[src/rtl/pgx_pkg.sv]
package pgx_pkg;
  localparam int LIN_W     = 32;
  localparam int OFF_W     = 12;
  localparam int IDX_W     = 10;
  localparam int VPN_W     = LIN_W - OFF_W;
  localparam int ENT_PRES  = 0;
  localparam int ENT_WRT   = 1;
  localparam int ENT_USR   = 2;
  localparam int ENT_ACC   = 5;
  localparam int ENT_DRTY  = 6;
  localparam logic [31:0] ACC_MASK  = 32'h1 << ENT_ACC;
  localparam logic [31:0] DRTY_MASK = 32'h1 << ENT_DRTY;

  typedef struct packed {
    logic [VPN_W-1:0] ppn;
    logic             usr_ok;
    logic             wr_ok;
    logic             dirty;
  } xl_ent_t;

  typedef enum logic [3:0] {
    W_IDLE, W_LOOK, W_DIR_RQ, W_DIR_WT, W_TAB_RQ, W_TAB_WT,
    W_DIR_WR, W_TAB_WR, W_FILL, W_RESP
  } wstate_e;

  function automatic logic tab_needs_wb(input logic [31:0] tab, input logic wr);
    return !tab[ENT_ACC] || (wr && !tab[ENT_DRTY]);
  endfunction
endpackage

[src/rtl/pgx_perm.sv]
module pgx_perm
  import pgx_pkg::*;
(
  input  logic [2:0] dir_lo,
  input  logic [2:0] tab_lo,
  input  logic       usr,
  input  logic       wr,
  output logic       u_ok,
  output logic       w_ok,
  output logic       deny
);
  logic present;
  always_comb begin
    present = dir_lo[ENT_PRES] & tab_lo[ENT_PRES];
    u_ok    = dir_lo[ENT_USR] & tab_lo[ENT_USR];
    w_ok    = dir_lo[ENT_WRT] & tab_lo[ENT_WRT];
    deny    = !present || (usr && (!u_ok || (wr && !w_ok)));
  end
endmodule

[src/rtl/pgx_tlb.sv]
module pgx_tlb
  import pgx_pkg::*;
#(
  parameter int ENTRIES = 32
) (
  input  logic             clk,
  input  logic             rst_n,
  input  logic             inval,
  input  logic [VPN_W-1:0] lk_vpn,
  output logic             lk_hit,
  output xl_ent_t          lk_ent,
  input  logic             fill_en,
  input  logic [VPN_W-1:0] fill_vpn,
  input  xl_ent_t          fill_ent
);
  localparam int IW = (ENTRIES > 1) ? $clog2(ENTRIES) : 1;

  logic [ENTRIES-1:0] vld_q, lk_match, fl_match;
  logic [VPN_W-1:0]   tag_q [ENTRIES];
  xl_ent_t            dat_q [ENTRIES];
  logic [IW-1:0]      rr_q, lk_idx, fl_idx, wr_idx;
  logic               fl_hit;

  for (genvar g = 0; g < ENTRIES; g++) begin : g_cmp
    assign lk_match[g] = vld_q[g] && (tag_q[g] == lk_vpn);
    assign fl_match[g] = vld_q[g] && (tag_q[g] == fill_vpn);
  end

  always_comb begin
    lk_idx = '0;
    fl_idx = '0;
    for (int i = 0; i < ENTRIES; i++) begin
      if (lk_match[i]) lk_idx = IW'(i);
      if (fl_match[i]) fl_idx = IW'(i);
    end
    lk_hit = |lk_match;
    lk_ent = dat_q[lk_idx];
    fl_hit = |fl_match;
    wr_idx = fl_hit ? fl_idx : rr_q;
  end

  always_ff @(posedge clk) begin
    if (!rst_n) begin
      vld_q <= '0;
      rr_q  <= '0;
    end else if (inval) begin
      vld_q <= '0;
      rr_q  <= '0;
    end else if (fill_en) begin
      vld_q[wr_idx] <= 1'b1;
      if (!fl_hit) rr_q <= (rr_q == IW'(ENTRIES - 1)) ? '0 : rr_q + 1'b1;
    end
  end

  always_ff @(posedge clk) begin
    if (fill_en && !inval) begin
      tag_q[wr_idx] <= fill_vpn;
      dat_q[wr_idx] <= fill_ent;
    end
  end


  tlb_unique_chk: assert property (@(posedge clk) disable iff (!rst_n)
    $onehot0(lk_match));
endmodule

[src/rtl/pgx_walker.sv]
module pgx_walker
  import pgx_pkg::*;
(
  input  logic             clk,
  input  logic             rst_n,
  input  logic             req_valid,
  output logic             req_ready,
  input  logic [LIN_W-1:0] req_lin,
  input  logic             req_wr,
  input  logic             req_user,
  output logic             rsp_valid,
  input  logic             rsp_ready,
  output logic [LIN_W-1:0] rsp_phys,
  output logic             rsp_fault,
  input  logic [VPN_W-1:0] base_hi,
  output logic             mem_valid,
  input  logic             mem_ready,
  output logic             mem_we,
  output logic [31:0]      mem_addr,
  output logic [31:0]      mem_wdata,
  input  logic             mem_rvalid,
  input  logic [31:0]      mem_rdata,
  output logic [VPN_W-1:0] lk_vpn,
  input  logic             lk_hit,
  input  xl_ent_t          lk_ent,
  output logic             fill_en,
  output xl_ent_t          fill_ent,
  output logic             raise_fault,
  output logic [LIN_W-1:0] cur_lin
);
  wstate_e          st;
  logic [LIN_W-1:0] lin_q, phys_q;
  logic             wr_q, usr_q, fault_q;
  logic [31:0]      dir_q, tab_q;
  logic [31:0]      dir_addr, tab_addr;
  logic             hit_deny, walk_deny;
  logic             unused_hu, unused_hw, unused_wu, unused_ww, unused_bits;

  pgx_perm u_hperm (
    .dir_lo ({lk_ent.usr_ok, lk_ent.wr_ok, 1'b1}),
    .tab_lo ({lk_ent.usr_ok, lk_ent.wr_ok, 1'b1}),
    .usr    (usr_q), .wr (wr_q),
    .u_ok   (unused_hu), .w_ok (unused_hw), .deny (hit_deny)
  );

  pgx_perm u_wperm (
    .dir_lo (dir_q[2:0]), .tab_lo (mem_rdata[2:0]),
    .usr    (usr_q), .wr (wr_q),
    .u_ok   (unused_wu), .w_ok (unused_ww), .deny (walk_deny)
  );

  assign unused_bits = ^{dir_q[11:7], dir_q[ENT_DRTY], dir_q[4:3],
                         tab_q[11:7], tab_q[4:3], mem_rdata[11:7], mem_rdata[4:3]};

  always_comb begin
    dir_addr  = {base_hi, lin_q[31:22], 2'b00};
    tab_addr  = {dir_q[31:12], lin_q[21:12], 2'b00};
    req_ready = (st == W_IDLE);
    rsp_valid = (st == W_RESP);
    rsp_phys  = phys_q;
    rsp_fault = fault_q;
    mem_valid = (st == W_DIR_RQ) || (st == W_TAB_RQ) || (st == W_DIR_WR) || (st == W_TAB_WR);
    mem_we    = (st == W_DIR_WR) || (st == W_TAB_WR);
    mem_addr  = ((st == W_DIR_RQ) || (st == W_DIR_WR)) ? dir_addr : tab_addr;
    mem_wdata = (st == W_DIR_WR) ? (dir_q | ACC_MASK)
                                 : (tab_q | ACC_MASK | (wr_q ? DRTY_MASK : 32'h0));
    lk_vpn    = lin_q[31:12];
    fill_en   = (st == W_FILL);
    fill_ent.ppn    = tab_q[31:12];
    fill_ent.usr_ok = dir_q[ENT_USR] & tab_q[ENT_USR];
    fill_ent.wr_ok  = dir_q[ENT_WRT] & tab_q[ENT_WRT];
    fill_ent.dirty  = tab_q[ENT_DRTY] | wr_q;
    cur_lin   = lin_q;
    raise_fault = ((st == W_LOOK) && lk_hit && hit_deny) ||
                  ((st == W_DIR_WT) && mem_rvalid && !mem_rdata[ENT_PRES]) ||
                  ((st == W_TAB_WT) && mem_rvalid && walk_deny);
  end

  always_ff @(posedge clk) begin
    if (!rst_n) begin
      st      <= W_IDLE;
      lin_q   <= '0;
      phys_q  <= '0;
      wr_q    <= 1'b0;
      usr_q   <= 1'b0;
      fault_q <= 1'b0;
      dir_q   <= '0;
      tab_q   <= '0;
    end else begin
      unique case (st)
        W_IDLE: if (req_valid) begin
          lin_q   <= req_lin;
          wr_q    <= req_wr;
          usr_q   <= req_user;
          fault_q <= 1'b0;
          st      <= W_LOOK;
        end
        W_LOOK: begin
          if (lk_hit && hit_deny) begin
            fault_q <= 1'b1;
            phys_q  <= '0;
            st      <= W_RESP;
          end else if (lk_hit && !(wr_q && !lk_ent.dirty)) begin
            phys_q <= {lk_ent.ppn, lin_q[OFF_W-1:0]};
            st     <= W_RESP;
          end else begin
            st <= W_DIR_RQ;
          end
        end
        W_DIR_RQ: if (mem_ready) st <= W_DIR_WT;
        W_DIR_WT: if (mem_rvalid) begin
          dir_q <= mem_rdata;
          if (!mem_rdata[ENT_PRES]) begin
            fault_q <= 1'b1;
            phys_q  <= '0;
            st      <= W_RESP;
          end else begin
            st <= W_TAB_RQ;
          end
        end
        W_TAB_RQ: if (mem_ready) st <= W_TAB_WT;
        W_TAB_WT: if (mem_rvalid) begin
          tab_q <= mem_rdata;
          if (walk_deny) begin
            fault_q <= 1'b1;
            phys_q  <= '0;
            st      <= W_RESP;
          end else if (!dir_q[ENT_ACC]) begin
            st <= W_DIR_WR;
          end else if (tab_needs_wb(mem_rdata, wr_q)) begin
            st <= W_TAB_WR;
          end else begin
            st <= W_FILL;
          end
        end
        W_DIR_WR: if (mem_ready) st <= tab_needs_wb(tab_q, wr_q) ? W_TAB_WR : W_FILL;
        W_TAB_WR: if (mem_ready) st <= W_FILL;
        W_FILL: begin
          phys_q <= {tab_q[31:12], lin_q[OFF_W-1:0]};
          st     <= W_RESP;
        end
        W_RESP: if (rsp_ready) st <= W_IDLE;
        default: st <= W_IDLE;
      endcase
    end
  end


  rsp_hold_chk: assert property (@(posedge clk) disable iff (!rst_n)
    rsp_valid && !rsp_ready |=> rsp_valid && $stable(rsp_phys) && $stable(rsp_fault));

  mem_hold_chk: assert property (@(posedge clk) disable iff (!rst_n)
    mem_valid && !mem_ready |=> mem_valid && $stable(mem_addr) && $stable(mem_we) && $stable(mem_wdata));

  hit_no_walk_chk: assert property (@(posedge clk) disable iff (!rst_n)
    (st == W_LOOK) && lk_hit && !hit_deny && !(wr_q && !lk_ent.dirty) |=> rsp_valid && !mem_valid);

  dirty_before_chk: assert property (@(posedge clk) disable iff (!rst_n)
    mem_valid && mem_we && (mem_addr == tab_addr) && (st == W_TAB_WR) && wr_q |-> mem_wdata[ENT_DRTY]);

  fill_clean_chk: assert property (@(posedge clk) disable iff (!rst_n)
    fill_en |=> rsp_valid && !rsp_fault);

  dir_dirty_chk: assert property (@(posedge clk) disable iff (!rst_n)
    mem_valid && mem_we && (st == W_DIR_WR) |-> mem_wdata[ENT_DRTY] == dir_q[ENT_DRTY]);
endmodule

[src/rtl/pgxlate_unit.sv]
module pgxlate_unit
  import pgx_pkg::*;
#(
  parameter int ENTRIES = 32
) (
  input  logic        clk,
  input  logic        rst_n,
  input  logic        req_valid,
  output logic        req_ready,
  input  logic [31:0] req_lin,
  input  logic        req_wr,
  input  logic        req_user,
  output logic        rsp_valid,
  input  logic        rsp_ready,
  output logic [31:0] rsp_phys,
  output logic        rsp_fault,
  input  logic        base_we,
  input  logic [31:0] base_wdata,
  output logic [31:0] base_q,
  input  logic        flush,
  output logic [31:0] fault_addr,
  output logic        mem_valid,
  input  logic        mem_ready,
  output logic        mem_we,
  output logic [31:0] mem_addr,
  output logic [31:0] mem_wdata,
  input  logic        mem_rvalid,
  input  logic [31:0] mem_rdata
);
  logic [VPN_W-1:0] base_hi, lk_vpn;
  logic             lk_hit, fill_en, raise_fault;
  xl_ent_t          lk_ent, fill_ent;
  logic [31:0]      cur_lin;
  logic             unused_low;

  assign unused_low = ^base_wdata[OFF_W-1:0];
  assign base_q     = {base_hi, {OFF_W{1'b0}}};

  always_ff @(posedge clk) begin
    if (!rst_n) begin
      base_hi    <= '0;
      fault_addr <= '0;
    end else begin
      if (base_we) base_hi <= base_wdata[31:OFF_W];
      if (raise_fault) fault_addr <= cur_lin;
    end
  end

  pgx_tlb #(.ENTRIES(ENTRIES)) u_tlb (
    .clk (clk), .rst_n (rst_n), .inval (flush | base_we),
    .lk_vpn (lk_vpn), .lk_hit (lk_hit), .lk_ent (lk_ent),
    .fill_en (fill_en), .fill_vpn (lk_vpn), .fill_ent (fill_ent)
  );

  pgx_walker u_walk (
    .clk (clk), .rst_n (rst_n),
    .req_valid (req_valid), .req_ready (req_ready), .req_lin (req_lin),
    .req_wr (req_wr), .req_user (req_user),
    .rsp_valid (rsp_valid), .rsp_ready (rsp_ready), .rsp_phys (rsp_phys),
    .rsp_fault (rsp_fault), .base_hi (base_hi),
    .mem_valid (mem_valid), .mem_ready (mem_ready), .mem_we (mem_we),
    .mem_addr (mem_addr), .mem_wdata (mem_wdata),
    .mem_rvalid (mem_rvalid), .mem_rdata (mem_rdata),
    .lk_vpn (lk_vpn), .lk_hit (lk_hit), .lk_ent (lk_ent),
    .fill_en (fill_en), .fill_ent (fill_ent),
    .raise_fault (raise_fault), .cur_lin (cur_lin)
  );


  fault_addr_chk: assert property (@(posedge clk) disable iff (!rst_n)
    raise_fault |=> fault_addr == $past(cur_lin));

  busy_chk: assert property (@(posedge clk) disable iff (!rst_n)
    rsp_valid |-> !req_ready);
endmodule

[config.mk]
export PLATFORM = sky130hd
export DESIGN_NAME = pgxlate_unit
export DESIGN_NICKNAME = d
export VERILOG_FILES = /design/src/rtl/pgx_pkg.sv /design/src/rtl/pgx_perm.sv /design/src/rtl/pgx_tlb.sv /design/src/rtl/pgx_walker.sv /design/src/rtl/pgxlate_unit.sv
export SDC_FILE = /design/constraint.sdc
export NUM_CORES = 2
export LEC_CHECK = 0
export BUFFER_PORTS_ARGS = -buffer_cell sky130_fd_sc_hd__buf_2
export CAP_MARGIN = 20
export CORE_ASPECT_RATIO = 0.6
export CORE_MARGIN = 8
export CORE_UTILIZATION = 30
export DETAILED_ROUTE_END_ITERATION = 6
export PLACE_DENSITY = 0.43
export SLEW_MARGIN = 10
export SYNTH_ARGS = -nofsm -noshare
export SYNTH_HDL_FRONTEND = slang
export SYNTH_HIERARCHICAL = 1
export SYNTH_SLANG_ARGS = --single-unit
[constraint.sdc]
create_clock -name clk -period 5.6 [get_ports clk]
set_input_delay 1.12 -clock clk [delete_from_list [all_inputs] [get_ports clk]]
set_output_delay 1.12 -clock clk [all_outputs]
set_load 0.005 [all_outputs]
# Word level (Yosys, flattened, before mapping)
# Memories as Yosys holds them, arrays and structs flattened.
# Cells that the tools add are included.
# totals
output_inout_bits,165
input_bits,106
memories,2
elab_cells,238
regBits,224
ramBits,1376
# classes
n_mux,70
n_bitwise,11
add_sub_neg,1
n_reduce_logical,86
magnitude_cmp,2
n_eq_ne,54
# memory_table
memory,depth,word_bits,rd,rd_clocked_by_memory_dff,wr,line_no,rtl
u_tlb.dat_q,32,23,1,0,1,pgx_tlb.sv:20,xl_ent_t dat_q [ENTRIES];
u_tlb.tag_q,32,20,32,0,1,pgx_tlb.sv:19,logic [VPN_W-1:0] tag_q [ENTRIES];
# ops
cell,n
$eq 20x20->1,32
$mux 32,8
$pmux 32 s4,1
$mux 4,23
$mux 5,18
$or 32x32->32,2
$logic_and 1x1->1,49
$pmux 4 s10,1
$reduce_or 32->1,1
$ne 2x2->1 const B,9
$eq 4x3->1 const B,4
$logic_not 1->1,13
$logic_or 1x1->1,12
$mux 3,4
$mux 1,10
$eq 4x2->1 const B,2
$eq 4x4->1 const B,2
$reduce_and 2->1,4
$reduce_and 8->1,1
$reduce_bool 4->1,2
$mux 7,1
$reduce_and 7->1,1
$lt 5x6->1 const B,1
$reduce_and 6->1,1
other kinds (14),22

# Longest topological paths before layout
# An unclocked memory read counts as a cell.
# logic_depth
ltp_word,42
depth_mapped,27
ltp_nobuf,19

# Hierarchy
# Netlist, hierarchy kept.
# by_module_without_submodules
mod,seq_area_each_um2,instances,cells_per_inst,area_per_inst_um2
pgx_tlb,42060.3,1,5895,73924.6
pgx_walker,2702.6,1,807,6967.9
pgxlate_unit,1041.0,1,182,2114.5
pgx_perm,0.0,2,5,43.8

# Worst setup path after synthesis
# Ideal clock, no wire load.
# synth_timing
kind,register to register
from,reg u_walk.lin_q[16] (netlist: u_walk/cur_lin[16])
to,mem u_tlb/dat_q[28][0] (netlist name) (enable)
t_required_ns,5.156
stages_incl_launch_ff,17
slack_ns,0.085
synth_period_minus_slack_ns,5.515
arrival_ns,5.071
setup_ns,0.444
n_path_buf,4
path_cell_list,dfxtp_1 > buf_4 > buf_2 > buf_2 > buf_2 > xnor2_1 > nand4_1 > nor4_1 > a22oi_1 > nand3_1 > a41oi_1 > o21ba_2 > o211ai_1 > o21ai_0 > nor3b_1 > nand2_1 > nor2_1
# synth_via
elab_chain_cells,34
elab_cells_between_ends,97
classes_between,eq/ne (32); mux (32); reduce/logical (33)
# synth_rtl
item,line_no,rtl
start: declaration,pgx_walker.sv:32,"logic [LIN_W-1:0] lin_q, phys_q;"
start signal: assignment,pgx_walker.sv:92,lin_q <= req_lin;
$eq 20x20->1,pgx_tlb.sv:26,assign fl_match[g] = vld_q[g] && (tag_q[g] == fill_vpn);
$logic_and 1x1->1,pgx_tlb.sv:26,
$mux 1,pgx_tlb.sv:34,if (fl_match[i]) fl_idx = IW'(i);
$mux 2 (2 in a row),pgx_tlb.sv:34,
$mux 3 (4 in a row),pgx_tlb.sv:34,
$mux 4 (8 in a row),pgx_tlb.sv:34,
$mux 5 (16 in a row),pgx_tlb.sv:34,
$mux 5 (*),pgx_tlb.sv:39,wr_idx = fl_hit ? fl_idx : rr_q;
end: declaration,pgx_tlb.sv:20,
# Mark *: on every way between the ends. The rest lies on a longest branch, timed or not.

==> reports/results.tsv <==
metric	value	unit
status	finished with violations	
Worst Hold Launch	u_walk/tab_q[9]	
root buffer cell	clkbuf_16	
gr busiest metal	met1	
Post-Synthesis Cells	6892	
global-route met3 utilization	6.19	%
first-pass GRT wire length	454000	um
hold_buf cts	0	
PortBufs	243	
hold path cells	2	
TNS Setup	-12.46	ns
Setup CP Type	flop to flop	
Final setup viols	67	
die width	695	um
Post-DP HPWL	224000	um
initial antenna violation count	36	
CP required	6.37	ns
CP endpoint kind	flop	
initial cell density of the core	30.2	%
worst rel slew slack	27.2	%
vias in the first global route	59800	
Worst Path Arrival	6.61	ns
Die Span Y	424	um
Max Cap Viol	0	
routed wire length	323000	um
I/O Pins	271	
all-layer global routing usage	21.0	%
met1 Usage GRT	34.6	%
reg2reg path depth	26	
Final Net Count	8049	
Sink Count	1600	
Pre-Repair DR Iteration Count	5	
CTS max path bufs	4	
Fill cells	26700	
maximum level of the CTS H-tree	4	
CTS tree	done	
unrepaired setup endpoints after global routing	yes	
core area	275000	um^2
synth warn	6	
Num CTS Buffers	174	
Routed Antenna Nets	0	
GP Congestion	0.908	
Syn Area/Cell	12.1	um^2
most frequent CP cell	buf_12	
Hold EP	u_walk/tab_q[9]	
Leak	34.5	nW
largest net degree at the start of global routing	74	
mapped cell area	83100	um^2
FP Rows	149	
Setup Skew	0.0559	ns
FF-to-FF End	u_walk/rsp_phys[24]	
Die ar.	295000	um^2
Reg area	45900	um^2
Hold WC Path Type	flop to flop	
synth-to-layout area growth	24.6	%
layout cells sized above 1	25.5	%
Crit path max-delay family	compound AO/OA/AOI/OAI gates	
Clock Pin Slew Worst Setup and Hold Paths	0.06	ns
failing checks	setup timing	
Max Fclk	171	MHz
pwr/cell area	309	nW/um^2
Fin. Hold Viols	0	
Worst-Margin Slew	1.09	ns
mean routed wirelength per cell	27.4	um
final setup margin	-0.239	ns
DR vias	63000	
crit path max fanout	10	
total grt overflow	0	
DR DRC count	0	
M2 GR Usage	26.4	%
crit share post-route	104	%
buffers plus inverters on the worst setup path	9	
slowest CP cell	dfxtp_4	
Crit. path cell count	26	
crit-path max cell delay	0.41	ns
Clock Latency Late Sink	0.84	ns
min Tclk post-route	5.84	ns
setup slack, reg-to-reg	-0.24	ns
drt initial violations	7477	
R2R Path Start	u_walk/cur_lin[23]	
Via density	5.35	
Final Slew Violations	0	
total power	32.0	mW
worst vdd ir	0.207	mV
CP startpoint kind	flop	
multi-input logic area	35200	um^2
## timing repair
action | 4_1_cts | 5_1_grt
gates resized for setup | 152 | 73
setup buffers | 81 | 26
gates cloned | 8 | 4
pin swaps | 43 | 31
endpoints found under the setup margin | 114 | 734
## worst max path at each step
stage,start,end,slack (ns)
after floorplan,u_walk/cur_lin[16],u_tlb/dat_q[28][0],0.08
after detailed placement,u_walk/cur_lin[30],u_walk/rsp_phys[9],-1.16
final,u_walk/cur_lin[23],u_walk/rsp_phys[24],-0.24
after global routing,u_walk/cur_lin[23],u_walk/rsp_phys[13],-0.39
after CTS,u_walk/cur_lin[13],u_walk/rsp_phys[7],-0.15
after global placement,u_walk/cur_lin[30],u_walk/rsp_phys[6],-1.14
## sequential cells by signal, indices dropped and copies added, names as in the netlist
signal            count
u_tlb/tag_q         640
u_walk/dir_q         32
u_tlb/dat_q         736
base_hi              20
u_walk/usr_q          1
u_tlb/vld_q          32
fault_addr           32
u_walk/rsp_fault      1
u_walk/wr_q           1
u_walk/rsp_phys      32
u_walk/st             4
u_tlb/rr_q            5
u_walk/cur_lin       32
u_walk/tab_q         32
## metal layers
layer / wire length, um / vias up
li1: - / 28100
met1: 166000 / 31700
met5: 75 / -
met2: 117000 / 2825
met4: 4680 / 12
met3: 34900 / 339
## report_power, final
group / internal [mW] / total [mW] / switching, mW
clock: 6.47 / 11.5 / 5.03
sequential: 13.2 / 13.4 / 0.231
combinational: 3.10 / 7.09 / 3.99
## tightest hold or removal path: cells and delay by family, from the launching register on
kind | cells | cell delay [ns]
flops | 1 | 0.31
simple gates | 1 | 0.05
compound gates | 1 | 0.05
## layout make-up
class                      count  share of cell area [%]
sequential                  1600                    44.3
clock buffer                 233                    4.57
tap                         3699                    4.47
multi-input combinational   4732                    34.0
inverter                      70                   0.256
clock inverter                72                   0.651
antenna                       10                  0.0242
timing repair buffer        1363                    11.7
## placed cells by master (no fill, tap or decap), types with 131 or more instances in the layout
cell	instances
and3_1	153
mux2i_1	196
buf_4	906
nand3_1	231
xor2_1	312
xnor2_1	911
o21ai_0	131
dfxtp_1	184
clkbuf_16	180
buf_12	159
nand4_1	426
edfxtp_1	1376
buf_2	242
nor4_1	220
nand2_1	645
## per-stage QoR
stage / cell area (um^2) / utilization, % / cells / hold WS (ns) / setup slack [ns]
floorplan: 83100 / - / 6906 / 0.431 / 0.0849
global placement: 95500 / 34.7 / 11300 / 0.438 / -1.14
detailed placement: 95500 / 34.7 / 11300 / 0.446 / -1.16
CTS: 103000 / 37.3 / 11700 / 0.443 / -0.150
global route: 103000 / 37.6 / 11800 / 0.469 / -0.393
finish: 104000 / 37.6 / 11800 / 0.452 / -0.239
Note: power is estimated with default switching activity, not from simulation.
